`src/rtl/wwt_pkg.sv`:
```
package wwt_pkg;

  typedef enum logic [1:0] {
    EV_NONE  = 2'd0,
    EV_WAKE  = 2'd1,
    EV_RESET = 2'd2
  } evKind_e;

  // strobes from control to datapath
  typedef struct packed {
    logic hold;
    logic restart;
  } dpCtrl_t;

  // decoded count state from datapath to control
  typedef struct packed {
    logic atEnd;
    logic ackEdge;
    logic inWindow;
    logic calSpan;
    logic wakeSpan;
    logic rstSpan;
  } dpStatus_t;

  function automatic int unsigned periodSeconds(input logic [2:0] code);
    case (code)
      3'd0: return 1;
      3'd1: return 2;
      3'd2: return 4;
      3'd3: return 8;
      3'd4: return 10;
      3'd5: return 16;
      3'd6: return 32;
      default: return 64;
    endcase
  endfunction

endpackage

```
`src/rtl/wwt_datapath.sv`:
```
module wwt_datapath
  import wwt_pkg::*;
#(
  parameter int unsigned TICKS_PER_SEC = 32768,
  parameter int unsigned CAL_TICKS     = 512
) (
  input  logic       clk,
  input  logic       arstN,
  input  logic [2:0] periodSel,
  input  logic       hostAck,
  input  dpCtrl_t    ctrl,
  output dpStatus_t  status
);

  localparam int unsigned LONGEST    = 64 * TICKS_PER_SEC;
  localparam int unsigned CNT_W      = $clog2(LONGEST + 1);
  localparam int unsigned GAP_TICKS  = CAL_TICKS / 2;
  localparam int unsigned ACK_MARGIN = 5 * CAL_TICKS;
  localparam int unsigned WAKE_TICKS = 2 * CAL_TICKS;

  typedef logic [CNT_W-1:0] cnt_t;

  cnt_t tickCnt;
  cnt_t periodLen;
  cnt_t nextLen;
  logic [2:0] ackPipe;

  assign nextLen = cnt_t'(periodSeconds(periodSel) * TICKS_PER_SEC);

  always_ff @(posedge clk or negedge arstN) begin
    if (!arstN) begin
      tickCnt   <= '0;
      periodLen <= cnt_t'(TICKS_PER_SEC);
    end else if (ctrl.hold || ctrl.restart) begin
      tickCnt   <= '0;
      periodLen <= nextLen;
    end else begin
      tickCnt   <= tickCnt + cnt_t'(1);
    end
  end

  // two synchronising stages plus one for edge detection
  always_ff @(posedge clk or negedge arstN) begin
    if (!arstN) ackPipe <= '0;
    else        ackPipe <= {ackPipe[1:0], hostAck};
  end

  assign status.ackEdge  = ackPipe[1] & ~ackPipe[2];
  assign status.atEnd    = (tickCnt == periodLen - cnt_t'(1));
  assign status.inWindow = (tickCnt >= cnt_t'(1)) &&
                           (tickCnt <= periodLen - cnt_t'(ACK_MARGIN));
  assign status.calSpan  = (tickCnt >= periodLen - cnt_t'(GAP_TICKS + CAL_TICKS)) &&
                           (tickCnt <  periodLen - cnt_t'(GAP_TICKS));
  assign status.wakeSpan = (tickCnt < cnt_t'(WAKE_TICKS));
  assign status.rstSpan  = (tickCnt < cnt_t'(CAL_TICKS));


  cnt_range_chk: assert property (@(posedge clk) disable iff (!arstN)
    tickCnt < periodLen);


  len_hold_chk: assert property (@(posedge clk) disable iff (!arstN)
    !(ctrl.hold || ctrl.restart) |=> $stable(periodLen));

endmodule

```
`src/rtl/wwt_control.sv`:
```
module wwt_control
  import wwt_pkg::*;
(
  input  logic      clk,
  input  logic      arstN,
  input  logic      powerGood,
  input  logic      watchdogMode,
  input  dpStatus_t status,
  output dpCtrl_t   ctrl,
  output logic      wakePulse,
  output logic      resetPulseN,
  output logic      calPulse
);

  evKind_e evKind;
  logic    ackSeen;
  logic    ackHit;

  assign ctrl.hold    = !powerGood;
  assign ctrl.restart = powerGood && status.atEnd;
  assign ackHit       = status.ackEdge && status.inWindow;

  always_ff @(posedge clk or negedge arstN) begin
    if (!arstN) begin
      evKind  <= EV_NONE;
      ackSeen <= 1'b0;
    end else if (ctrl.hold) begin
      evKind  <= EV_NONE;
      ackSeen <= 1'b0;
    end else if (ctrl.restart) begin
      evKind  <= (!watchdogMode || ackSeen) ? EV_WAKE : EV_RESET;
      ackSeen <= 1'b0;
    end else begin
      ackSeen <= ackSeen || ackHit;
    end
  end

  assign wakePulse   = (evKind == EV_WAKE) && status.wakeSpan;
  assign resetPulseN = !((evKind == EV_RESET) && status.rstSpan);
  assign calPulse    = status.calSpan;


  hold_quiet_chk: assert property (@(posedge clk) disable iff (!arstN)
    !powerGood |=> (!wakePulse && resetPulseN && !calPulse));


  wake_mode_chk: assert property (@(posedge clk) disable iff (!arstN)
    (!watchdogMode && ctrl.restart) |=> (evKind == EV_WAKE));


  excl_chk: assert property (@(posedge clk) disable iff (!arstN)
    $countones({wakePulse, !resetPulseN, calPulse}) <= 1);


  event_start_chk: assert property (@(posedge clk) disable iff (!arstN)
    ($rose(wakePulse) || $fell(resetPulseN)) |-> $past(ctrl.restart));

endmodule

```
`src/rtl/wake_watchdog_timer.sv`:
```
module wake_watchdog_timer
  import wwt_pkg::*;
#(
  parameter int unsigned TICKS_PER_SEC = 32768,
  parameter int unsigned CAL_TICKS     = 512
) (
  input  logic       clk,
  input  logic       arstN,
  input  logic [2:0] periodSel,
  input  logic       watchdogMode,
  input  logic       powerGood,
  input  logic       hostAck,
  output logic       wakePulse,
  output logic       resetPulseN,
  output logic       calPulse
);

  dpCtrl_t   dpCtrl;
  dpStatus_t dpStatus;

  wwt_datapath #(
    .TICKS_PER_SEC(TICKS_PER_SEC),
    .CAL_TICKS    (CAL_TICKS)
  ) datapath_i (
    .clk      (clk),
    .arstN    (arstN),
    .periodSel(periodSel),
    .hostAck  (hostAck),
    .ctrl     (dpCtrl),
    .status   (dpStatus)
  );

  wwt_control control_i (
    .clk         (clk),
    .arstN       (arstN),
    .powerGood   (powerGood),
    .watchdogMode(watchdogMode),
    .status      (dpStatus),
    .ctrl        (dpCtrl),
    .wakePulse   (wakePulse),
    .resetPulseN (resetPulseN),
    .calPulse    (calPulse)
  );

endmodule

```
`config.mk`:
```
export PLATFORM = sky130hd
export DESIGN_NAME = wake_watchdog_timer
export DESIGN_NICKNAME = d
export VERILOG_FILES = /design/src/rtl/wwt_pkg.sv /design/src/rtl/wwt_datapath.sv /design/src/rtl/wwt_control.sv /design/src/rtl/wake_watchdog_timer.sv
export SDC_FILE = /design/constraint.sdc
export NUM_CORES = 1
export LEC_CHECK = 0
export BUFFER_PORTS_ARGS = -buffer_cell sky130_fd_sc_hd__buf_2
export CORE_UTILIZATION = 60
export DETAILED_ROUTE_END_ITERATION = 10
export PLACE_DENSITY = 0.82
export SLEW_MARGIN = 30
export SYNTH_ARGS = -nofsm -noshare
export SYNTH_HDL_FRONTEND = slang
export SYNTH_HIERARCHICAL = 1
export SYNTH_SLANG_ARGS = --single-unit
```
`constraint.sdc`:
```
create_clock -name clk -period 3.8 [get_ports clk]
set_input_delay 0.38 -clock clk [delete_from_list [all_inputs] [get_ports clk]]
set_output_delay 0.38 -clock clk [all_outputs]
set_load 0.02 [all_outputs]
```
==> impl_metrics.toml, run 1 <==
[status]
status = "completed"

[critical_path]
rrSetupSlack_ns = 0.66
r2r_start = "datapath_i/periodLen[15]$_DFFE_PN1N_"
arrival_ns = 2.90
cp.required_ns = 3.42
reg2reg_to = "datapath_i/tickCnt[9]$_DFF_PN0_"
cp-start-kind = "flip-flop"
critPathKind = "reg2out"
rr_worst_depth = 13
critPathCaptureType = "output pin"
path_max_fanout = 4

[global_routing]
grt_overflow = 0
grt_pass1_vias = 1711
grt_max_degree = 36
grt_pass1_wl_um = 7040
grtUsageTotal_pct = 26.3
antenna_found_initial = 0

[cts]
root_buffer = "clkbuf_4"
postCtsResizedCells = 0
cts_buffers = 5
cts_max_level = 2
clkSlewWorstSetupHoldPaths_ns = 0.10
clk_latency_ns = 0.34
cts.sinks = 35
cts_tree = "yes"
postCtsHoldBufs = 0
postCtsSetupRepairBufs = 0
cts_buffer_depth = 2

[timing]
finalSetupTns_ns = 0
rsz0062_at_grt = "no"
maxSlewViolCount = 0
hold_viol = 0
clock.fmax_mhz = 305
max_slew_margin_pct = 49.5
tightest_slew_ns = 0.758
min_period_over_period_pct = 86.3
final.setup_skew_ns = 0.00765
fin_crit_ns = 3.28
setup_viol = 0

[power_and_ir_drop]
switchingPower_mw = 0.178
clkPwrFrac_pct = 28.7
p_sw_share_pct = 26.8
comb_power_share_pct = 12.2
p_per_area_nw_per_um2 = 308
p_leak_nw = 0.915
pwr-share-seq_pct = 59.1
intPower_mw = 0.487
ir_drop_uv = 230

[place]
dpl.hpwl_um = 2940
portBuffers = 10
place_congestion = 0.828

[cells_and_area]
antenna_cells = 0
nets = 251
utilization_pct = 68.5
fillers = 267
areaGrowthSynthToFinish_pct = 5.63
final_layout_size_suffix_gt1_share_pct = 11.2

[yosys]
avgSynthCellArea_um2 = 9.17
syn_nets = 243
synth_area_um2 = 2040
ys_seq_elements = 35
syn-instance-count = 223
synth.distinct_cells = 43
ys_seq_area_share_pct = 42.9
ys_warn_count = 6

[die]
rows = 20
die_w_um = 60.4
start_util_pct = 64.8
ios = 11
die_area_um2 = 3650
dieHeight_um = 60.4
core_area_um2 = 3150

[routing]
route.detailed.drc = 0
drt_iter0_markers = 109
vias_per_cell = 6.01
wl_um = 4050
num_vias = 1660
ant_nets = 0
drt-pass1-iter-count = 4
avgRoutedWirePerCell_um = 14.7

[run]
drv_cap = 0

[min_path]
hold_path_class = "in2async"
==> critical path, stage by stage, from the launching register on <==
cell     delay, ns
dfstp_2       0.57
inv_1         0.07
ha_1          0.22
nand2_1       0.10
nor3_1        0.06
xnor2_1       0.13
ha_1          0.31
nand4_1       0.13
or3_1         0.41
nor4_1        0.34
buf_2         0.23
==> final cells by class <==
cell class	count	area (um^2)	area share, %
multi-input cells	168	1080	50.1
flip-flops and latches	35	877	40.6
repair buffers	11	57.6	2.67
well taps	44	55.1	2.55
clock buffers	7	45.0	2.09
inverters	10	37.5	1.74
clock inverters	1	5.00	0.232
==> flip-flops by register name (all words and copies together), names as in the netlist <==
signal and flops:
datapath_i/periodLen 7, datapath_i/ackPipe 3, datapath_i/tickCnt 22, control_i/evKind 2
control_i/ackSeen 1
==> stage by stage <==
stage	worst slack [ns]	hold WS (ns)	cells	instance area, um^2	power [mW]
detailed placement	0.687	0.340	268	2110	0.482
global route	0.326	0.114	276	2160	0.701
floorplan	0.772	0.0844	223	2040	0.452
CTS	0.515	0.114	276	2160	0.673
finish	0.519	0.0914	276	2160	0.665
global placement	0.777	0.346	268	2110	0.478
==> worst max path at each step <==
stage	to	start	cells after the start
after global routing	calPulse	datapath_i/periodLen[15]$_DFFE_PN1N_	10
after global placement	datapath_i/tickCnt[0]$_DFF_PN0_	datapath_i/periodLen[15]$_DFFE_PN1N_	13
after detailed placement	datapath_i/tickCnt[10]$_DFF_PN0_	datapath_i/periodLen[15]$_DFFE_PN1N_	13
after floorplan	datapath_i/tickCnt[2]$_DFF_PN0_	datapath_i/periodLen[15]$_DFFE_PN1N_	14
final	calPulse	datapath_i/periodLen[15]$_DFFE_PN1N_	10
after CTS	calPulse	datapath_i/periodLen[15]$_DFFE_PN1N_	10
==> power by group through the flow <==
stage / Clock [mW] / Combinational [mW] / Sequential, mW
after detailed placement: 0 / 0.0817 / 0.400
after floorplan: 0 / 0.0551 / 0.397
after global placement: 0 / 0.0781 / 0.400
after global routing: 0.213 / 0.0941 / 0.394
final: 0.191 / 0.0809 / 0.393
after CTS: 0.199 / 0.0816 / 0.393
==> cell families after synthesis <==
family                   synth area share (%)
AND/OR/NAND/NOR                          26.9
XOR/XNOR                                 7.28
AO/OA/AOI/OAI                            11.4
buffers and inverters                    4.16
adder cells (fa/ha/maj)                  7.34
flip-flops                               42.9
==> routing by layer <==
layer	share of wire (%)	routed length (um)	track usage [%]	vias to the layer above
li1	-	-	-	825
met1	46	1880	31.2	796
met2	49	1970	43.6	30
met3	2.6	105	5.33	9
met4	2.2	89	16.6	0
met5	0	0	0	-
==> cells in the mapped netlist, drive strengths merged <==
cell type	number	area [um^2]
inv	10	37.5
nor3b	1	7.51
and2b	1	7.51
a31oi	2	12.5
nand3b	1	7.51
nand2	19	73.8
o21ai	10	50.0
and4	1	8.76
o22ai	1	6.26
a21oi	16	80.1
o31ai	5	37.5
a41o	1	10.0
or3	6	42.5
nand4	6	37.5
xor2	6	52.6
nor4	10	62.6
a32o	1	10.0
ha	12	150
nor3	10	50.1
a22o	2	17.5
dfrtp	34	851
nand2b	1	6.26
nand3	11	67.6
nor2	19	71.3
and2	2	15.0
clkbuf	4	15.0
or2	2	12.5
xnor2	11	96.3
dfstp	1	26.3
or4	7	60.1
and3	2	13.8
a2bb2oi	1	8.76
buf	6	32.5
nor2b	1	6.26
==> placed cells by master, fill, tap and decap left out, types with 5 or more instances in the layout <==
| cell type | netlist | routed |
|---|---|---|
| a21oi_1 | 16 | 16 |
| buf_2 | 5 | 10 |
| clkbuf_4 | 0 | 5 |
| dfrtp_1 | 34 | 34 |
| ha_1 | 12 | 12 |
| inv_1 | 10 | 10 |
| nand2_1 | 18 | 18 |
| nand3_1 | 10 | 10 |
| nand4_1 | 6 | 6 |
| nor2_1 | 19 | 19 |
| nor3_1 | 10 | 10 |
| nor4_1 | 10 | 10 |
| o21ai_0 | 9 | 9 |
| o31ai_1 | 5 | 5 |
| or3_1 | 5 | 5 |
| or4_1 | 5 | 5 |
| xnor2_1 | 11 | 11 |
| xor2_1 | 6 | 6 |
(Power assumes the default switching activity.)
==> run 2: changes to the inputs <==
--- a/config.mk
+++ b/config.mk
@@ -9,6 +9,7 @@
 export CORE_UTILIZATION = 60
 export DETAILED_ROUTE_END_ITERATION = 10
 export PLACE_DENSITY = 0.82
+export RECOVER_POWER = 25
 export SLEW_MARGIN = 30
 export SYNTH_ARGS = -nofsm -noshare
 export SYNTH_HDL_FRONTEND = slang
==> run 2 against run 1 <==
Via count unchanged. Die area unchanged. Critical path type unchanged. Maximum frequency about the same. Setup slack about the same. Sequential power about the same. Non-clock buffer count unchanged. Sequential share of layout area about the same. Register-to-register slack about the same. Wire length unchanged. Combinational power about the same. Count of clock-buffer cells in the layout unchanged. The run now ends with capacitance limit, slew limit left. Sequential cell count unchanged.
==> impl_metrics.toml, run 2 (synthesized netlist as in run 1, its figures left out) <==
[status]
status = "finished with violations"
violations = "capacitance limit, slew limit"

[power_and_ir_drop]
p_leak_nw = 0.912
ir_drop_uv = 230
total_power_mw = 0.665
p_per_area_nw_per_um2 = 308

[die]
die_w_um = 60.4
rows = 20
ios = 11
die_area_um2 = 3650
dieHeight_um = 60.4
core_area_um2 = 3150
start_util_pct = 64.8

[critical_path]
critPathCaptureType = "output pin"
path_max_fanout = 4
arrival_ns = 2.90
cp.required_ns = 3.42
cp-start-kind = "flip-flop"
critPathKind = "reg2out"

[global_routing]
antenna_found_initial = 0
grt_pass1_wl_um = 7040
grt_max_degree = 36
grtUsageTotal_pct = 26.3
grt_overflow = 0
grt_pass1_vias = 1711

[cells_and_area]
largestRegisters = "datapath_i/tickCnt (22), datapath_i/periodLen (7), datapath_i/ackPipe (3)"
final_layout_size_suffix_gt1_share_pct = 10.8
nets = 251
final_common_cell = "dfrtp_1"
antenna_cells = 0
top_register = "datapath_i/tickCnt"
largest_reg_flops = 22
final_cell_mix = "dfrtp_1, nor2_1, nand2_1, a21oi_1, ha_1"
areaGrowthSynthToFinish_pct = 5.57
stdcell_area_um2 = 2160

[place]
place_area_um2 = 2110
portBuffers = 10
dpl.hpwl_um = 2940
place_congestion = 0.828
place_ws_ns = 0.687

[cts]
cts_buffers = 5
cts_buffer_depth = 2
postCtsSetupRepairBufs = 0
cts_tree = "yes"
clkSlewWorstSetupHoldPaths_ns = 0.09
root_buffer = "clkbuf_4"
cts.sinks = 35
clk_latency_ns = 0.34
postCtsResizedCells = 0
postCtsHoldBufs = 0
cts_max_level = 2

[timing]
finalWorstSetupSlack_ns = 0.519
min_period_over_period_pct = 86.3
final.setup_skew_ns = 0.00765
rsz0062_at_grt = "no"
tightest_slew_ns = 1.81
fin_crit_ns = 3.28
maxSlewViolCount = 36
clock.fmax_mhz = 305
hold_viol = 0
max_slew_margin_pct = -20.8
finalSetupTns_ns = 0
setup_viol = 0

[routing]
route.detailed.drc = 0
wl_um = 4050
drt_iter0_markers = 109
drt-pass1-iter-count = 4
ant_nets = 0
num_vias = 1660
vias_per_cell = 6.01
avgRoutedWirePerCell_um = 14.7

[run]
drv_cap = 1

[min_path]
hold_path_class = "in2reg"
[run 2: changes by cell type in the layout (fill, tap and decap cells not counted), sizes merged]
cell and delta:
clkbuf +1, buf -1
[run 2: area by class of cell]
| class | count | area [um^2] |
|---|---|---|
| inverters | 10 | 37.5 |
| clock buffers | 7 | 45.0 |
| fillers | 268 | 995 |
| clock inverters | 1 | 5.00 |
| multi-input cells | 168 | 1080 |
| flip-flops and latches | 35 | 877 |
| well taps | 44 | 55.1 |
| repair buffers | 11 | 56.3 |
[run 2: metrics by stage]
step	instances	util, %	hold slack [ns]
3_5_place_dp	268	66.9	0.340
5_1_grt	276	68.5	0.114
2_1_floorplan	223	-	0.0844
3_3_place_gp	268	66.9	0.346
4_1_cts	276	68.5	0.114
6_report	276	68.5	0.138
[run 2: worst max-delay path, stage by stage, from the launching register on]
cell and delay (ns):
dfstp_2 0.57, inv_1 0.07, ha_1 0.22, nand2_1 0.10
nor3_1 0.06, xnor2_1 0.13, ha_1 0.31, nand4_1 0.13
or3_1 0.41, nor4_1 0.34, buf_2 0.23
[run 2: report_power, final]
| part | internal [mW] | switching, mW |
|---|---|---|
| logic | 0.0321 | 0.0486 |
| registers | 0.383 | 0.0102 |
| clock network | 0.0720 | 0.119 |
[run 2: worst paths after layout]
path,slack [ns],from,cells after the start,end
setup reg to reg,0.66,datapath_i/periodLen[15]$_DFFE_PN1N_,13,datapath_i/tickCnt[9]$_DFF_PN0_
min in group asynchronous,0.51,arstN,1,datapath_i/tickCnt[19]$_DFF_PN0_
max in group asynchronous,2.25,arstN,1,datapath_i/ackPipe[1]$_DFF_PN0_
hold / removal,0.14,hostAck,1,datapath_i/ackPipe[0]$_DFF_PN0_
hold reg to reg,0.36,datapath_i/ackPipe[0]$_DFF_PN0_,0,datapath_i/ackPipe[1]$_DFF_PN0_
setup / recovery,0.52,datapath_i/periodLen[15]$_DFFE_PN1N_,10,calPulse
[run 2: metal layers]
metal  up-vias  track usage, %  wire [um]
met1       796            31.2       1880
met5         -               0          0
met3         9            5.33        104
li1        825               -          -
met2        30            43.6       1970
met4         0            16.6         89
